===== config.mk =====
export PLATFORM = sky130hd
export DESIGN_NAME = spi_msg_port
export DESIGN_NICKNAME = d
export VERILOG_FILES = /design/src/rtl/spi_msg_port.sv
export SDC_FILE = /design/constraint.sdc
export NUM_CORES = 1
export LEC_CHECK = 0
export ABC_AREA = 1
export CAP_MARGIN = 20
export CORE_MARGIN = 4
export CORE_UTILIZATION = 46
export CTS_BUF_LIST = sky130_fd_sc_hd__clkbuf_8
export CTS_CLUSTER_DIAMETER = 200
export DETAILED_ROUTE_END_ITERATION = 12
export GPL_ROUTABILITY_DRIVEN = 0
export PLACE_DENSITY_LB_ADDON = 0.12
export SYNTH_ARGS = -nofsm -noshare
export SYNTH_HDL_FRONTEND = slang
export SYNTH_SLANG_ARGS = --single-unit
export TNS_END_PERCENT = 1

===== constraint.sdc =====
create_clock -name clk -period 2.15 [get_ports clk]
set_clock_uncertainty 0.1 [all_clocks]
set_input_delay 0.645 -clock clk [delete_from_list [all_inputs] [get_ports clk]]
set_output_delay 0.645 -clock clk [all_outputs]
set_load 0.005 [all_outputs]

===== src/rtl/spi_msg_port.sv =====
module spi_msg_port #(
  parameter int DIV_W       = 7,
  parameter int BYTE_W      = 8,
  parameter int SYNC_STAGES = 2
) (
  input  logic              clk,
  input  logic              rst_n,
  input  logic [DIV_W-1:0]  rate_div,
  output logic              rate_clk,
  input  logic              sck,
  input  logic              ss_n,
  input  logic              mosi,
  output logic              miso,
  output logic              rdy_n,
  input  logic              tx_almost_full,
  output logic [BYTE_W-1:0] tx_data,
  output logic              tx_valid,
  output logic              tx_first,
  input  logic [BYTE_W-1:0] rx_data,
  input  logic              rx_valid,
  output logic              rx_ready,
  output logic              err_orphan
);
  localparam int CNT_W = $clog2(BYTE_W);
  localparam logic [CNT_W-1:0] LAST_BIT = CNT_W'(BYTE_W - 1);

  // pin synchronisers
  logic [SYNC_STAGES-1:0] sck_s, ss_s, mosi_s;
  logic sck_d;
  always_ff @(posedge clk or negedge rst_n)
    if (!rst_n) begin
      sck_s  <= '0;
      ss_s   <= '1;
      mosi_s <= '0;
      sck_d  <= 1'b0;
    end else begin
      sck_s  <= {sck_s[SYNC_STAGES-2:0], sck};
      ss_s   <= {ss_s[SYNC_STAGES-2:0], ss_n};
      mosi_s <= {mosi_s[SYNC_STAGES-2:0], mosi};
      sck_d  <= sck_s[SYNC_STAGES-1];
    end

  wire sck_q    = sck_s[SYNC_STAGES-1];
  wire ss_q     = ss_s[SYNC_STAGES-1];
  wire mosi_q   = mosi_s[SYNC_STAGES-1];
  wire sck_rise = sck_q & ~sck_d;
  wire sck_fall = ~sck_q & sck_d;

  // rate timer
  logic [DIV_W-1:0] tmr;
  wire  [DIV_W-1:0] div_eff = (rate_div == '0) ? DIV_W'(1) : rate_div;
  wire              tick    = (tmr >= div_eff - DIV_W'(1));
  always_ff @(posedge clk or negedge rst_n)
    if (!rst_n) begin
      tmr      <= '0;
      rate_clk <= 1'b0;
    end else begin
      tmr <= tick ? '0 : tmr + DIV_W'(1);
      if (tick) rate_clk <= ~rate_clk;
    end

  // slave select, sampled on ticks only
  logic ss_act, ss_act_d;
  always_ff @(posedge clk or negedge rst_n)
    if (!rst_n) begin
      ss_act   <= 1'b0;
      ss_act_d <= 1'b0;
    end else begin
      if (tick) ss_act <= ~ss_q;
      ss_act_d <= ss_act;
    end

  // bit engine
  logic [CNT_W-1:0]  bit_cnt;
  logic [BYTE_W-1:0] in_sr, out_sr;
  logic              out_real;

  wire byte_done = ss_act & sck_rise & (bit_cnt == LAST_BIT);
  wire load_out  = (ss_act & ~ss_act_d) | (ss_act & sck_fall & (bit_cnt == '0));
  wire [BYTE_W-1:0] in_byte = {in_sr[BYTE_W-2:0], mosi_q};

  assign miso = out_sr[BYTE_W-1];

  always_ff @(posedge clk or negedge rst_n)
    if (!rst_n) begin
      bit_cnt  <= '0;
      in_sr    <= '0;
      out_sr   <= '0;
      out_real <= 1'b0;
      rx_ready <= 1'b0;
    end else begin
      rx_ready <= byte_done & out_real;
      if (!ss_act) begin
        bit_cnt <= '0;
      end else if (sck_rise) begin
        in_sr   <= in_byte;
        bit_cnt <= byte_done ? '0 : bit_cnt + CNT_W'(1);
      end
      if (load_out) begin
        out_sr   <= rx_valid ? rx_data : '0;
        out_real <= rx_valid;
      end else if (ss_act & sck_fall) begin
        out_sr <= {out_sr[BYTE_W-2:0], 1'b0};
      end
    end

  // message framing and flow control
  logic              in_msg;
  logic [BYTE_W-1:0] remain;

  wire is_null = (in_byte == '0);
  wire accept  = byte_done & (in_msg | (~is_null & ~rdy_n));
  wire orphan  = byte_done & ~in_msg & ~is_null & rdy_n;

  always_ff @(posedge clk or negedge rst_n)
    if (!rst_n) begin
      in_msg     <= 1'b0;
      remain     <= '0;
      tx_data    <= '0;
      tx_valid   <= 1'b0;
      tx_first   <= 1'b0;
      err_orphan <= 1'b0;
      rdy_n      <= 1'b1;
    end else begin
      rdy_n    <= tx_almost_full;
      tx_valid <= accept;
      tx_first <= accept & ~in_msg;
      if (accept) tx_data <= in_byte;
      if (byte_done) begin
        if (in_msg) begin
          remain <= remain - BYTE_W'(1);
          if (remain == BYTE_W'(1)) in_msg <= 1'b0;
        end else if (accept) begin
          in_msg <= 1'b1;
          remain <= in_byte;
        end
      end
      if (orphan) err_orphan <= 1'b1;
    end

  AST_SS_ON_TICK: assert property (@(posedge clk) disable iff (!rst_n)
    (ss_act != $past(ss_act)) |-> $past(tick));
  AST_POP_WITH_DATA: assert property (@(posedge clk) disable iff (!rst_n)
    rx_ready |-> rx_valid);
  AST_FIRST_NOT_NULL: assert property (@(posedge clk) disable iff (!rst_n)
    (tx_valid && tx_first) |-> (tx_data != '0));
  AST_START_NEEDS_READY: assert property (@(posedge clk) disable iff (!rst_n)
    (tx_valid && tx_first) |-> !$past(rdy_n));
  AST_ERR_STICKY: assert property (@(posedge clk) disable iff (!rst_n)
    err_orphan |=> err_orphan);
  AST_READY_FOLLOWS: assert property (@(posedge clk) disable iff (!rst_n)
    rdy_n |-> $past(tx_almost_full) || $past(!rst_n));
endmodule


# Word-level counts from Yosys, hierarchy flattened
# Index checks and enable logic that the tools add are counted.
# classes
addsub,4
n_lt_le_gt_ge,1
n_eq_ne,3
mux,13
n_bitwise,24
n_reduce_logical,7
# ops
op,n
two-way mux 8 bit,5
AND 1 bit,14
two-way mux 7 bit,2
two-way mux 3 bit,3
equality test 8 x 1 -> 1 bit (second input constant),1
logical NOT 8 bit,1
NOT 1 bit,8
subtractor 8 x 1 -> 8 bit (second input constant),1
adder 7 x 1 -> 7 bit (second input constant),1
greater-or-equal comparator 7 bit,1
logical NOT 7 bit,1
subtractor 7 x 1 -> 7 bit (second input constant),1
AND reduction 2 bit,2
nonzero test 2 bit,2
adder 3 x 1 -> 3 bit (second input constant),1
equality test 3 bit (second input constant),1
logical NOT 3 bit,1
two-way mux 1 bit,3
inequality test 2 bit (second input constant),1
OR 1 bit,2
# word_totals
reg_bits,58
input_bits,22
elab_cells,72

# Longest topological paths before layout
# depth
depth_word,7
mapped_depth,15

# Worst setup path after synthesis
# No wires, ideal clock.
# synth_path
path_kind,input-to-reg
from,input rate_div[2]
to,register ss_act
setup_ns,0.133
arrival_ns,2.453
required_time_ns,1.917
setup_slack_ns,-0.536
path_stages,14
n_path_buf,0
cell_sequence,inv_1 > nand4_1 > nand2_1 > inv_1 > ha_1 > nand3_1 > nor3_1 > xnor2_1 > ha_1 > a21o_1 > nor2_1 > nand3_1 > nand2_1 > o21ai_0
# synth_via
elab_chain_cells,4
# synth_lines
element,line,rtl
"start, declared",8,"input logic [DIV_W-1:0] rate_div,"
logical NOT 7 bit,51,wire [DIV_W-1:0] div_eff = (rate_div == '0) ? DIV_W'(1) : rate_div;
two-way mux 7 bit *,51,
subtractor 7 x 1 -> 7 bit *,52,wire tick = (tmr >= div_eff - DIV_W'(1));
greater-or-equal comparator 7 bit *,52,
"end signal, assigned",69,if (tick) ss_act <= ~ss_q;
"end, declared",63,"logic ss_act, ss_act_d;"
# Every way passes the cells marked *; elsewhere a longest branch is shown, timed or not.
# A chain may end at the register's enable or synchronous reset.

# Worst setup path in the final report
# layout_path
from,input rate_div[6]
to,register ss_act
# Same word-level chain as after synthesis.

==> key figures <==
STA
  – RSZ-0062 raised after global routing: yes
  – Post-route minimum period: about 2300 ps
  – Final worst path period share: 1.068
  – Final worst slack: -145.3 ps
  – Final Max Slew Viols: 0
  – Final hold violation count: 0
  – Final setup viols: 9
  – Measured slew at the worst slew-check pin: approximately 500 ps
  – Fmax: between 400 and 500 MHz
  – Slew margin rel.: 0.6676

Yosys
  – Syn avg cell area: 8.138 um^2
  – Synth cell types: 29
  – Yosys Warn Count: 0
  – Mapped cell area: 0.002922 mm^2
  – Synth Instances: between 300 and 400
  – Post-Syn Nets: 395
  – Post-synthesis sequential area ratio: 0.4981
  – Post-synthesis register bit count: 58

Routing
  – DRT Wirelength: between 6 and 7 mm
  – DR iter-0 viols: ~110
  – # DRC: 0
  – TritonRoute pass-1 iters: 4
  – WL per Instance: 12.45 um
  – Via Count: between 2k and 2.5k
  – Vias per Instance: between 4 and 5
  – Detail Route Antenna Nets: 0

Clock tree
  – Insertion delay to the later sink of the worst-skew pair: 330 ps
  – Clk buf depth: 2
  – Clk pin slew, worst setup/hold paths: 60 ps
  – Cts bufs inserted: 9
  – H-tree depth: 3
  – Post-CTS Hold Fix Bufs: 0
  – CTS tree: yes
  – Root Buffer: clkbuf_8
  – Clock sink count: 58

Worst setup path
  – Crit start category: input pin
  – Max incr delay on CP: 320 ps
  – CP Max Fanout: 5
  – Worst EP required: 2260 ps
  – Critical path's slowest cell: ha_1
  – Most common cell type on the critical path: nand2_2
  – Cells along the critical path: buf_8 -> nor2_4 -> nand4_1 -> nand2_2 -> inv_2 -> ha_4 -> nand3_4 -> nor3_4 -> xnor2_1 -> ha_1 -> nand2_2 -> nor2_1 -> nor2_4 -> nand3_4 -> nand2_2 -> o21ai_1
  – Worst setup path class: in2reg
  – Crit end category: register
  – Worst path arrival time: approximately 2400 ps

Cells and area
  – Multi-input gate area: approximately 0.0014 mm^2
  – Register area: approximately 0.0015 mm^2
  – Nets: ~450
  – Final Util: 0.6302
  – Area grow syn2layout: 29.98%
  – Number of diodes: 0
  – Ratio of cells with drive above 1 in the final layout: 0.1758
  – Fillcell total: between 500 and 600

Global routing
  – First-pass GRT wire length: between 10 and 15 mm
  – Pin count of the biggest net entering global routing: 46
  – Grt total ovfl: 0
  – Vias in the first global route: roughly 2.4k
  – Gr usage total: 0.1795
  – Initial antenna violation count: 0

Power
  – Maximum vdd drop: between 700 and 800 uV
  – Pwr Total: around 3600 uW
  – Leakage power: 0.001950 uW
  – Pwr per Cell Area: around 960 mW/mm^2

Placement
  – Final HPWL DP: 4.168 mm
  – Buffers on Ports: 36

Floorplan
  – Die Y: 87.70 um
  – Core Region: between 0.006 and 0.007 mm^2
  – Num ports: 37
  – # rows: 28
  – Chip width: around 88 um
  – Die Area: 0.007690 mm^2
  – Starting Density: 0.4848

Status
  – Run status: complete, but fails checks
  – Violated checks: setup timing

Hold path
  – HP Class: in2async

Flow run
  – # Max-Cap Violations: 0
==> metrics by stage <==
stage / cell area [um^2] / setup TNS [ps] / std cells / hold WS (ps) / worst slack [ps]
finish: 3797 / -1021 / 496 / 124.2 / -145.3
global route: 3797 / -2302 / 496 / 139.3 / -290.6
CTS: 3755 / -1422 / 495 / 117.7 / -193.1
detailed placement: 3476 / -9039 / 477 / 238.1 / -1040
global placement: 3476 / -8406 / 477 / 233.9 / -974.4
floorplan: 2964 / -2613 / 359 / 231.2 / -327.8
==> area by class of cell <==
| type | instances | share of cell area |
|---|---|---|
| Clock buffer | 14 | 0.05074 |
| Clock inverter | 2 | 0.002306 |
| Inverter | 57 | 0.05700 |
| Multi-Input combinational cell | 240 | 0.3585 |
| Sequential cell | 58 | 0.3832 |
| Tap cell | 75 | 0.02471 |
| Timing Repair Buffer | 50 | 0.1236 |
==> worst max-delay path, delay by kind of cell <==
kind / cells / cell delay, ps
simple gates: 10 / 940
buf+inv: 2 / 150
xor+xnor: 1 / 130
fa+ha+maj: 2 / 480
compound gates: 1 / 50
==> Yosys cell counts <==
library cell	n	area [um^2]
nor2_4	2	22.52
nand3b_1	1	7.510
inv_1	55	206.5
inv_2	2	7.510
dfstp_2	3	78.83
o211ai_1	1	7.510
buf_8	1	15.01
nand4_1	5	31.28
nor2_2	1	6.260
xnor2_1	2	17.52
nand2_4	1	11.26
o21ai_2	1	8.760
o21ai_0	30	150.1
a22oi_1	6	45.04
nand2_1	113	424.2
o21bai_1	1	7.510
nand2_2	3	18.77
ha_1	14	175.2
a21oi_1	3	15.01
xor2_1	3	26.28
nand3_1	16	80.08
buf_2	2	10.01
nor2_1	29	108.9
clkbuf_1	1	3.750
a21oi_4	1	16.27
buf_6	1	11.26
dfrtp_1	55	1376
a21o_1	1	7.510
nor3_1	5	25.02
==> cell usage in the layout, fill, tap and decap left out, types with 5 or more instances in the layout <==
master,synthesis,routed
nand2_1,113,108
dfrtp_1,55,55
inv_1,55,52
o21ai_0,30,28
clkdlybuf4s50_1,0,28
nor2_1,29,25
nand3_1,16,14
clkbuf_8,0,14
ha_1,14,12
buf_4,0,12
nand2_2,3,8
nor2_4,2,6
a22oi_1,6,6
inv_2,2,5
nand4_1,5,5
==> kinds of logic after synthesis <==
| group | synth area share |
|---|---|
| AND/OR/NAND/NOR | 0.2518 |
| buffers and inverters | 0.08694 |
| flip-flops | 0.4981 |
| AO/OA/AOI/OAI | 0.08822 |
| adder cells (fa/ha/maj) | 0.05996 |
| XOR/XNOR | 0.01499 |
==> where the power goes <==
part	leakage, uW	internal, uW	total (uW)	switching (uW)
registers	0.000751	1340	1530	189
logic	0.00109	474	1130	652
clock network	0.000110	570	979	409
==> layer usage <==
metal / global-route usage / vias to the layer above / share of wire
li1: - / 1239 / -
met4: 0.07531 / 0 / 0.020
met2: 0.2726 / 67 / 0.45
met1: 0.2466 / 1131 / 0.47
met3: 0.04233 / 13 / 0.060
met5: 0 / - / 0
==> flip-flops by register name, indices dropped and copies added (netlist names), 3 cells and up <==
| name | flops |
|---|---|
| bit_cnt | 3 |
| in_sr | 7 |
| out_sr | 8 |
| remain | 8 |
| tmr | 7 |
| tx_data | 8 |
==> final timing paths <==
| kind | slack [ps] | to | start | cells after the start |
|---|---|---|---|---|
| worst max-delay path | -150 | ss_act | rate_div[6] | 16 |
| worst min-delay path | 120 | tx_data[7] | rst_n | 1 |
| min in group clk | 250 | mosi_s[1] | mosi_s[0] | 0 |
| max in group asynchronous | 1210 | ss_s[1] | rst_n | 2 |
| worst min register to register | 250 | mosi_s[1] | mosi_s[0] | 0 |
| worst max register to register | 380 | tx_data[0] | bit_cnt[0] | 8 |
==> repair_timing <==
action	in CTS	in global routing
pin swaps	17	5
setup endpoints to repair	9	9
buffers inserted	2	1
endpoints found under the hold margin	0	0
gates resized for setup	45	8
gates cloned	1	0
(Power assumes the default switching activity.)
